$ cat src/rtl/ssp_pkg.sv
package ssp_pkg;

    localparam int unsigned DATA_W   = 8;
    localparam int unsigned HP_W     = 4;
    localparam int unsigned SYNC_N   = 2;

    // control register bit positions
    localparam int unsigned CB_EN    = 0;
    localparam int unsigned CB_GO    = 1;
    localparam int unsigned CB_MST   = 2;
    localparam int unsigned CB_DRV   = 3;
    localparam int unsigned CB_ALT   = 4;
    localparam int unsigned CB_DIV   = 5;

    typedef enum logic {
        ADDR_DATA = 1'b0,
        ADDR_CTRL = 1'b1
    } reg_addr_e;

    typedef struct packed {
        logic [1:0] div_sel;
        logic       alt_phase;
        logic       drive_out;
        logic       clk_master;
        logic       enable;
    } ctrl_t;

    // system cycles per half of a generated serial clock period
    function automatic logic [HP_W-1:0] half_period(input logic [1:0] sel);
        case (sel)
            2'd0:    return HP_W'(2);
            2'd1:    return HP_W'(4);
            default: return HP_W'(8);
        endcase
    endfunction

endpackage

$ cat src/rtl/ssp_sync.sv
module ssp_sync #(
    parameter int unsigned W      = 1,
    parameter int unsigned STAGES = 2
) (
    input  logic         clk,
    input  logic         rst,
    input  logic [W-1:0] d,
    output logic [W-1:0] q
);
    logic [W-1:0] stg [STAGES];

    generate
        for (genvar s = 0; s < STAGES; s++) begin : g_stage
            if (s == 0) begin : g_first
                always_ff @(posedge clk) begin
                    if (rst) stg[s] <= '0;
                    else     stg[s] <= d;
                end
            end else begin : g_next
                always_ff @(posedge clk) begin
                    if (rst) stg[s] <= '0;
                    else     stg[s] <= stg[s-1];
                end
            end
        end
    endgenerate

    assign q = stg[STAGES-1];
endmodule

$ cat src/rtl/ssp_sclk_gen.sv
module ssp_sclk_gen #(
    parameter int unsigned HP_W = 4
) (
    input  logic            clk,
    input  logic            rst,
    input  logic            run,
    input  logic [HP_W-1:0] half_cycles,
    output logic            sclk
);
    localparam logic [HP_W-1:0] ONE = HP_W'(1);

    logic [HP_W-1:0] cnt_q;

    always_ff @(posedge clk) begin
        if (rst || !run) begin
            cnt_q <= '0;
            sclk  <= 1'b0;
        end else if (cnt_q == half_cycles - ONE) begin
            cnt_q <= '0;
            sclk  <= ~sclk;
        end else begin
            cnt_q <= cnt_q + ONE;
        end
    end
endmodule

$ cat src/rtl/ssp_shift_core.sv
module ssp_shift_core #(
    parameter int unsigned DATA_W = 8
) (
    input  logic              clk,
    input  logic              rst,
    input  logic              load,
    input  logic [DATA_W-1:0] load_data,
    input  logic              start,
    input  logic              alt_phase,
    input  logic              rise,
    input  logic              fall,
    input  logic              din,
    output logic [DATA_W-1:0] shreg,
    output logic              busy,
    output logic              done,
    output logic              shift_evt
);
    localparam int unsigned CNT_W = (DATA_W > 1) ? $clog2(DATA_W) : 1;
    localparam logic [CNT_W-1:0] LAST = CNT_W'(DATA_W - 1);
    localparam logic [CNT_W-1:0] ONE  = CNT_W'(1);

    logic [CNT_W-1:0] bit_cnt_q;
    logic             cap_q;
    logic             shift_bit;

    assign shift_evt = busy && (alt_phase ? rise : fall);
    assign shift_bit = alt_phase ? din : cap_q;

    always_ff @(posedge clk) begin
        if (rst) begin
            shreg     <= '0;
            cap_q     <= 1'b0;
            bit_cnt_q <= '0;
            busy      <= 1'b0;
            done      <= 1'b0;
        end else begin
            done <= 1'b0;
            if (!busy) begin
                if (load)  shreg <= load_data;
                if (start) begin
                    busy      <= 1'b1;
                    bit_cnt_q <= '0;
                end
            end else begin
                if (rise && !alt_phase) cap_q <= din;
                if (shift_evt) shreg <= {shreg[DATA_W-2:0], shift_bit};
                if (fall) begin
                    if (bit_cnt_q == LAST) begin
                        busy      <= 1'b0;
                        done      <= 1'b1;
                        bit_cnt_q <= '0;
                    end else begin
                        bit_cnt_q <= bit_cnt_q + ONE;
                    end
                end
            end
        end
    end
endmodule

$ cat src/rtl/serial_shift_port.sv
module serial_shift_port
    import ssp_pkg::*;
#(
    parameter int unsigned DATA_W      = ssp_pkg::DATA_W,
    parameter int unsigned SYNC_STAGES = ssp_pkg::SYNC_N
) (
    input  logic              clk,
    input  logic              rst,
    input  logic              reg_wr,
    input  logic              reg_addr,
    input  logic [DATA_W-1:0] reg_wdata,
    output logic [DATA_W-1:0] reg_rdata,
    input  logic              ser_in,
    input  logic              ser_clk_in,
    output logic              ser_out,
    output logic              ser_out_oe,
    output logic              ser_clk_out,
    output logic              ser_clk_oe,
    output logic              xfer_done
);
    ctrl_t             ctrl_q;
    logic              busy_w;
    logic              shift_evt_w;
    logic [DATA_W-1:0] shreg_w;
    logic              ctrl_wr_w;
    logic              data_wr_w;
    logic              start_w;
    logic              din_s;
    logic              sclk_s;
    logic              sclk_int;
    logic              clk_eff;
    logic              clk_prev_q;
    logic              rise_w;
    logic              fall_w;
    logic [7:0]        ctrl_rd;

    assign ctrl_wr_w = reg_wr && (reg_addr == ADDR_CTRL) && !busy_w;
    assign data_wr_w = reg_wr && (reg_addr == ADDR_DATA) && !busy_w;
    assign start_w   = ctrl_wr_w && reg_wdata[CB_GO] && reg_wdata[CB_EN];

    always_ff @(posedge clk) begin
        if (rst) begin
            ctrl_q <= '0;
        end else if (ctrl_wr_w) begin
            ctrl_q.enable     <= reg_wdata[CB_EN];
            ctrl_q.clk_master <= reg_wdata[CB_MST];
            ctrl_q.drive_out  <= reg_wdata[CB_DRV];
            ctrl_q.alt_phase  <= reg_wdata[CB_ALT];
            ctrl_q.div_sel    <= reg_wdata[CB_DIV+1:CB_DIV];
        end
    end

    ssp_sync #(.W(2), .STAGES(SYNC_STAGES)) u_sync (
        .clk (clk),
        .rst (rst),
        .d   ({ser_in, ser_clk_in}),
        .q   ({din_s, sclk_s})
    );

    ssp_sclk_gen #(.HP_W(HP_W)) u_sclk_gen (
        .clk         (clk),
        .rst         (rst),
        .run         (busy_w && ctrl_q.clk_master),
        .half_cycles (half_period(ctrl_q.div_sel)),
        .sclk        (sclk_int)
    );

    // one edge detector serves both clock sources
    assign clk_eff = ctrl_q.clk_master ? sclk_int : sclk_s;

    always_ff @(posedge clk) begin
        if (rst) clk_prev_q <= 1'b0;
        else     clk_prev_q <= clk_eff;
    end

    assign rise_w = busy_w &&  clk_eff && !clk_prev_q;
    assign fall_w = busy_w && !clk_eff &&  clk_prev_q;

    ssp_shift_core #(.DATA_W(DATA_W)) u_core (
        .clk       (clk),
        .rst       (rst),
        .load      (data_wr_w),
        .load_data (reg_wdata),
        .start     (start_w),
        .alt_phase (ctrl_q.alt_phase),
        .rise      (rise_w),
        .fall      (fall_w),
        .din       (din_s),
        .shreg     (shreg_w),
        .busy      (busy_w),
        .done      (xfer_done),
        .shift_evt (shift_evt_w)
    );

    assign ctrl_rd = {1'b0, ctrl_q.div_sel, ctrl_q.alt_phase, ctrl_q.drive_out,
                      ctrl_q.clk_master, busy_w, ctrl_q.enable};

    assign reg_rdata   = (reg_addr == ADDR_CTRL) ? DATA_W'(ctrl_rd) : shreg_w;
    assign ser_out     = shreg_w[DATA_W-1];
    assign ser_out_oe  = ctrl_q.enable && ctrl_q.drive_out;
    assign ser_clk_out = sclk_int;
    assign ser_clk_oe  = ctrl_q.enable && ctrl_q.clk_master;
endmodule

$ cat config.mk
export PLATFORM = sky130hd
export DESIGN_NAME = serial_shift_port
export DESIGN_NICKNAME = d
export VERILOG_FILES = /design/src/rtl/ssp_pkg.sv /design/src/rtl/ssp_sync.sv /design/src/rtl/ssp_sclk_gen.sv /design/src/rtl/ssp_shift_core.sv /design/src/rtl/serial_shift_port.sv
export SDC_FILE = /design/constraint.sdc
export NUM_CORES = 1
export LEC_CHECK = 0
export BUFFER_PORTS_ARGS = -buffer_cell sky130_fd_sc_hd__buf_2
export CAP_MARGIN = 20
export CORE_ASPECT_RATIO = 1.1
export CORE_MARGIN = 1
export CORE_UTILIZATION = 25
export DETAILED_ROUTE_END_ITERATION = 8
export GPL_TIMING_DRIVEN = 0
export SETUP_SLACK_MARGIN = 0.4
export SLEW_MARGIN = 15
export SYNTH_ARGS = -nofsm -noshare
export SYNTH_HDL_FRONTEND = slang
export SYNTH_HIERARCHICAL = 1
export SYNTH_SLANG_ARGS = --single-unit
$ cat constraint.sdc
create_clock -name clk -period 3.65 [get_ports clk]
set_input_delay 0 -clock clk [delete_from_list [all_inputs] [get_ports clk]]
set_output_delay 0 -clock clk [all_outputs]
set_load 0.005 [all_outputs]
==> qor.txt, run 1 <==
Drt pass-1 iters -> 4
TritonCTS clock tree -> yes
Initial core utilization -> 25.86%
Vias in the first global route -> 1208
Final HPWL DP -> 2.476 mm
Via/cell ratio -> 4.475
CTS Buf Count -> 5
CTS sink cnt -> 30
Crit path to -> u_core/shreg[3]$_SDFFE_PP0P_
Root buffer cell -> clkbuf_8
Leak -> 0.8542 nW
N_diodes -> 0
Clk_lat worst skew -> 0.28 ns
Port Buf Inserts -> 25
Crit path time final -> 1.960 ns
Hold Crit Class -> in2reg
Worst rel slew slack -> 51.40%
Critical R2R Capture -> u_core/shreg[3]$_SDFFE_PP0P_
Critical path peak fanout -> 10
Largest net degree at the start of global routing -> 16
Cell Int Power -> 0.5422 mW
Met2 Routed Length -> 1.411 mm
GPL Wtd Cong -> 0.7292
Non-filler instance count after layout -> 284
Final hold viol count -> 0
Setup Skew -> 0.005886 ns
CP startpoint -> u_core/busy$_SDFF_PP0_
Data required time of the worst path -> 3.79 ns
Fmax -> 510.2 MHz
Critical path class -> reg2reg
PD cells -> 364.5 mW/mm²
Worst Setup End Kind -> register
Clock power share -> 37.8%
Utilization after layout -> 31.90%
Tcrit/Tclk final -> 53.70%
Final number of setup-violating endpoints -> 0
DIE AREA -> 0.006731 mm²
# placed instances -> 271
Yosys warns -> 6
Core area -> 0.006193 mm²
Type of origin of the critical path -> register
Syn_area_per_cell -> 9.765 µm²
Tightest Pin Transition -> 0.7275 ns
Sw frac -> 24.70%
Clock transition at the registers of the reported paths -> 0.07 ns
Max IR drop VDD -> 0.2129 mV
Routed Wire Length -> 3.381 mm
Post_cts resized -> 0
Wirelength per Cell -> 11.90 µm
Reg2Reg Depth -> 5
Via count -> 1271
Initial detailed-routing violation count -> 44
Nets@finish -> 221
Area grow syn2layout -> 23.36%
Die Y -> 85.95 µm
Post-CTS setup buffer count -> 0
Arrival time at the worst endpoint -> 2.10 ns
Hold WS -> 0.006225 ns
Total global routing overflow -> 0
Cell Rows -> 30
Antenna violations before repair -> 0
Comb power frac -> 13.4%
Share of layout cells above drive strength 1 -> 22.06%
Die W -> 78.32 µm
Met1 WL -> 1.781 mm
Max Root-Sink Buffers -> 2
Outcome -> completed
First-pass GRT wire length -> 5.651 mm
# IOs -> 27
H-tree levels -> 2
GRT Total Usage -> 10.83%
Post-route ant nets -> 0
Max Cap Violations -> 0
RSZ-0062 raised after global routing -> false
DR DRC count -> 0
Synthesized area -> 0.001602 mm²
Crit Reg-Reg Startpoint -> u_core/busy$_SDFF_PP0_
Synth Instances -> 164
Seq pwr share -> 48.8%
Worst reg2reg setup slack -> 1.69 ns
Max-slew violations -> 0
Max Used Layer -> met4
Switch Pwr -> 0.1778 mW
Setup tns final -> 0 ns
Post-CTS Hold Fix Bufs -> 5
Met3 wire length -> 143 µm
==> critical path: stages, from the launching register on <==
cell and delay [ns]:
dfxtp_1 0.37, nor3b_1 0.62, clkbuf_1 0.44, nor2b_1 0.10
a211oi_1 0.22, a211oi_1 0.07
==> final cells by class <==
| class | instances | area [µm²] |
|---|---|---|
| fill | 665 | 4218 |
| buffer | 9 | 50.05 |
| inverter | 4 | 15.01 |
| clock buffer | 7 | 86.33 |
| tap | 80 | 100.1 |
| clock inverter | 1 | 5.005 |
| timing repair buffer | 30 | 175.2 |
| sequential | 30 | 600.6 |
| multi-input combinational | 123 | 943.4 |
==> metrics by stage <==
stage          setup slack (ns)  total power [mW]  area [µm²]
4_1_cts                   1.711            0.7304        1976
6_report                  1.690            0.7201        1976
3_3_place_gp              1.718            0.4505        1834
2_1_floorplan             2.042            0.4204        1609
5_1_grt                   1.495            0.7618        1976
3_5_place_dp              1.714            0.4514        1834
==> registers in the layout (all words and copies together) (netlist names) <==
signal and count:
clk_prev_q 1, u_sclk_gen/cnt_q 4, u_core/cap_q 1, u_core/done 1, u_core/busy 1, u_sync/stg 4
u_sclk_gen/sclk 1, u_core/bit_cnt_q 3, ctrl_q 6, u_core/shreg 8
==> worst min path at each step <==
stage | from | endpoint | slack [ns] | cells past startpoint
final | reg_wdata[6] | ctrl_q[5]$_SDFFE_PP0P_ | 0.006 | 3
after global placement | ser_in | u_sync/stg[0][1]$_SDFF_PP0_ | 0.22 | 2
after floorplan | rst | u_sync/stg[0][0]$_SDFF_PP0_ | 0.07 | 1
after CTS | reg_wdata[6] | ctrl_q[5]$_SDFFE_PP0P_ | 0.001 | 3
after detailed placement | ser_in | u_sync/stg[0][1]$_SDFF_PP0_ | 0.22 | 2
after global routing | reg_wdata[4] | ctrl_q[3]$_SDFFE_PP0P_ | 0.003 | 3
==> power groups by stage <==
| stage | clock network, mW | registers (mW) | logic (mW) |
|---|---|---|---|
| after floorplan | 0 | 0.355 | 0.0653 |
| after CTS | 0.282 | 0.351 | 0.0973 |
| final | 0.272 | 0.351 | 0.0965 |
| after global routing | 0.302 | 0.353 | 0.107 |
| after global placement | 0 | 0.359 | 0.0920 |
| after detailed placement | 0 | 0.359 | 0.0927 |
==> layout by cell type (no fill, tap or decap), types with 2 or more instances in the layout <==
| cell | count |
|---|---|
| o311ai_0 | 2 |
| xnor2_1 | 3 |
| nand3_1 | 3 |
| buf_2 | 26 |
| dlygate4sd3_1 | 5 |
| xor2_1 | 4 |
| mux2i_1 | 18 |
| conb_1 | 3 |
| nand2b_1 | 14 |
| clkbuf_8 | 6 |
| nor3b_1 | 4 |
| a32oi_1 | 3 |
| dfxtp_1 | 30 |
| nor2_1 | 12 |
| nor3_1 | 2 |
| inv_1 | 4 |
| buf_6 | 2 |
| a21oi_1 | 3 |
| and2_1 | 3 |
| a211oi_1 | 14 |
| mux2_2 | 7 |
| and3_1 | 2 |
| ha_1 | 4 |
| nor2b_1 | 12 |
| clkbuf_1 | 7 |
==> routing by layer <==
metal,global-route usage [%],up-vias
li1,-,660
met1,14.30,580
met2,16.43,25
met3,3.085,6
met4,4.545,0
met5,0,-
Power figures use the tool's default switching activity.
==> run 2: changes to the inputs <==
- ABC_AREA: not set -> 1
- clock period: 3.65 -> 2.04 ns (I/O delays scaled with it)
==> run 2 against run 1 <==
- flip-flop and latch count unchanged
- via count increased by 22%
- design area increased by 5.8%
- count of clock-buffer cells in the layout unchanged
- global-route usage about the same
- non-clock buffer count increased by 1
- clock skew increased by 0.0027 ns
- die area increased by 4.1%
- critical endpoint is now u_core/shreg[6]$_SDFFE_PP0P_
- largest power group unchanged
==> qor.txt, run 2 <==
Leak -> 1.040 nW (+22%)
Worst Setup End Kind -> register
Critical path peak fanout -> 10 (unchanged)
Die Y -> 87.70 µm (+2.0%)
# IOs -> 27 (unchanged)
Type of origin of the critical path -> register
Antenna violations before repair -> 0 (unchanged)
Max IR drop VDD -> 0.3247 mV (+52%)
First-pass GRT wire length -> 5.858 mm (+3.7%)
Max-slew violations -> 0 (unchanged)
Fmax -> 664.7 MHz (+30%)
Drt pass-1 iters -> 4 (unchanged)
Commonest non-fill, non-tap cells in the layout -> nand2_1, nor2_1, inv_1
Nets@finish -> 310 (+40%)
CP max-delay cell -> dfxtp_4
Wirelength per Cell -> 9.903 µm (-17%)
Cell Int Power -> 0.9787 mW (+80%)
Die W -> 79.91 µm (+2.0%)
Slowest stage delay, CP -> 0.41 ns (-0.21 ns)
DR DRC count -> 0 (unchanged)
Root buffer cell -> clkbuf_8
Routed Wire Length -> 3.694 mm (+9.3%)
H-tree levels -> 2 (unchanged)
CTS sink cnt -> 30 (unchanged)
Seq pwr share -> 46.8% (-2.0 points)
Total global routing overflow -> 0 (unchanged)
Max Cap Violations -> 0 (unchanged)
Crit-path cells -> inv_2 -> nor3_2 -> inv_1 -> nand2_1 -> nand3_4 -> buf_6 -> a21oi_1 -> nor2_1
Initial detailed-routing violation count -> 78 (+77%)
Syn_area_per_cell -> 6.650 µm² (-32%)
Clock power share -> 36.9% (-0.9 points)
Data required time of the worst path -> 2.22 ns (-1.57 ns)
Yosys warns -> 6 (unchanged)
CP startpoint -> u_core/busy$_SDFF_PP0_
GRT Total Usage -> 10.85% (+0.025 points)
Switch Pwr -> 0.3674 mW (+110%)
Placed Area -> 0.001898 mm² (+3.5%)
Initial core utilization -> 26.47% (+0.61 points)
Overall power -> 1.346 mW (+87%)
Core area -> 0.006306 mm² (+1.8%)
RSZ-0062 raised after global routing -> false
Most common cell after layout, fill and taps aside -> nand2_1
DIE AREA -> 0.007007 mm² (+4.1%)
Critical path class -> reg2reg
CTS Buf Count -> 5 (unchanged)
Synth Instances -> 251 (+53%)
Clk_lat worst skew -> 0.28 ns (about the same)
Comb power frac -> 16.3% (+2.9 points)
Setup Skew -> 0.008560 ns (+0.002675 ns)
Crit path time final -> 1.504 ns (-0.4555 ns)
Hold WS -> 0.06672 ns (+0.06050 ns)
Vias in the first global route -> 1355 (+12%)
Fin area -> 0.002091 mm² (+5.8%)
Tcrit/Tclk final -> 73.75% (+20 points)
Via/cell ratio -> 4.153 (-7.2%)
Hold Crit Class -> in2reg
Setup tns final -> 0 ns (unchanged)
Synthesized area -> 0.001669 mm² (+4.2%)
Share of layout cells above drive strength 1 -> 19.80% (-2.3 points)
Final hold viol count -> 0 (unchanged)
Port Buf Inserts -> 25 (unchanged)
Largest register FFs -> 8 (unchanged)
TritonCTS clock tree -> yes
Biggest register -> u_core/shreg
Sw frac -> 27.29% (+2.6 points)
Crit Reg-Reg Startpoint -> u_core/busy$_SDFF_PP0_
Final HPWL DP -> 2.717 mm (+9.8%)
Biggest regs -> u_core/shreg: 8 flops, ctrl_q: 6 flops
Arrival time at the worst endpoint -> 1.68 ns (-0.42 ns)
N_diodes -> 0 (unchanged)
Final number of setup-violating endpoints -> 0 (unchanged)
Worst hold start -> reg_wdata[0]
Outcome -> completed
Largest net degree at the start of global routing -> 14 (-2)
Cell Rows -> 30 (unchanged)
Area grow syn2layout -> 25.26%
Max Root-Sink Buffers -> 2 (unchanged)
Via count -> 1549 (+22%)
GPL Wtd Cong -> 0.7935 (+8.8%)
Post-route ant nets -> 0 (unchanged)
PD cells -> 643.9 mW/mm² (+77%)
Clock transition at the registers of the reported paths -> 0.07 ns (about the same)
## run 2: changes by cell type in the layout (fill, tap and decap cells not counted), sizes merged, moves of 13 or more
cell	previous run	this run
nand2	1	61
inv	4	41
nor2	12	49
mux2i	19	0
a21oi	3	20
a211oi	14	0
nand2b	14	0
nand3	3	16
## run 2: final cells by class
type | instances | area [µm²]
plain buffers | 7 | 70.07
clock buffers | 7 | 86.33
clock inverters | 1 | 5.005
fillers | 705 | 4215
inverters | 43 | 161.4
multi-input cells | 172 | 859.6
flip-flops and latches | 30 | 605.6
well taps | 80 | 100.1
repair buffers | 33 | 202.7
## run 2: worst paths after layout
check                           cells past startpoint  slack, ns                      endpoint
worst max-delay path                                8       0.54  u_core/shreg[6]$_SDFFE_PP0P_
worst min-delay path                                3       0.07        ctrl_q[0]$_SDFFE_PP0P_
worst max register to register                      8       0.54  u_core/shreg[6]$_SDFFE_PP0P_
worst min register to register                      2       0.40   u_sync/stg[1][0]$_SDFF_PP0_
## run 2: what timing repair did
item,4_1_cts,5_1_grt
hold buffers,7,0
endpoints found under the hold margin,7,0
buffers inserted,0,1
gates resized for setup,4,4
setup endpoints to repair,8,7
pin swaps,0,1
## run 2: routing by layer
layer / GRT usage (%) / vias to the layer above / share of wire [%]
li1: - / 846 / -
met1: 13.98 / 667 / 51
met2: 17.09 / 30 / 44
met3: 3.229 / 6 / 4.3
met4: 4.058 / 0 / 1.4
met5: 0 / - / 0
## run 2: power by group through the flow
stage                     clock [mW]  combinational, mW  sequential (mW)
final                          0.497              0.220            0.630
after global routing           0.532              0.251            0.633
after CTS                      0.509              0.219            0.630
after detailed placement           0              0.207            0.643
after global placement             0              0.205            0.642
after floorplan                    0              0.148            0.638
## run 2: worst max-delay path, delay by kind of cell, from the launching register on
family / cells / cell delay (ns)
simple gates: 4 / 0.53
compound gates: 1 / 0.12
buf+inv: 3 / 0.33
flops: 1 / 0.41
## run 2: through the flow
stage | utilization (%) | setup slack, ns | std cells
after detailed placement | 30.10 | 0.2424 | 357
final | 33.15 | 0.5356 | 373
after floorplan | - | 0.4916 | 252
after CTS | 32.80 | 0.4169 | 372
after global placement | 30.10 | 0.2140 | 357
after global routing | 33.15 | 0.4002 | 373
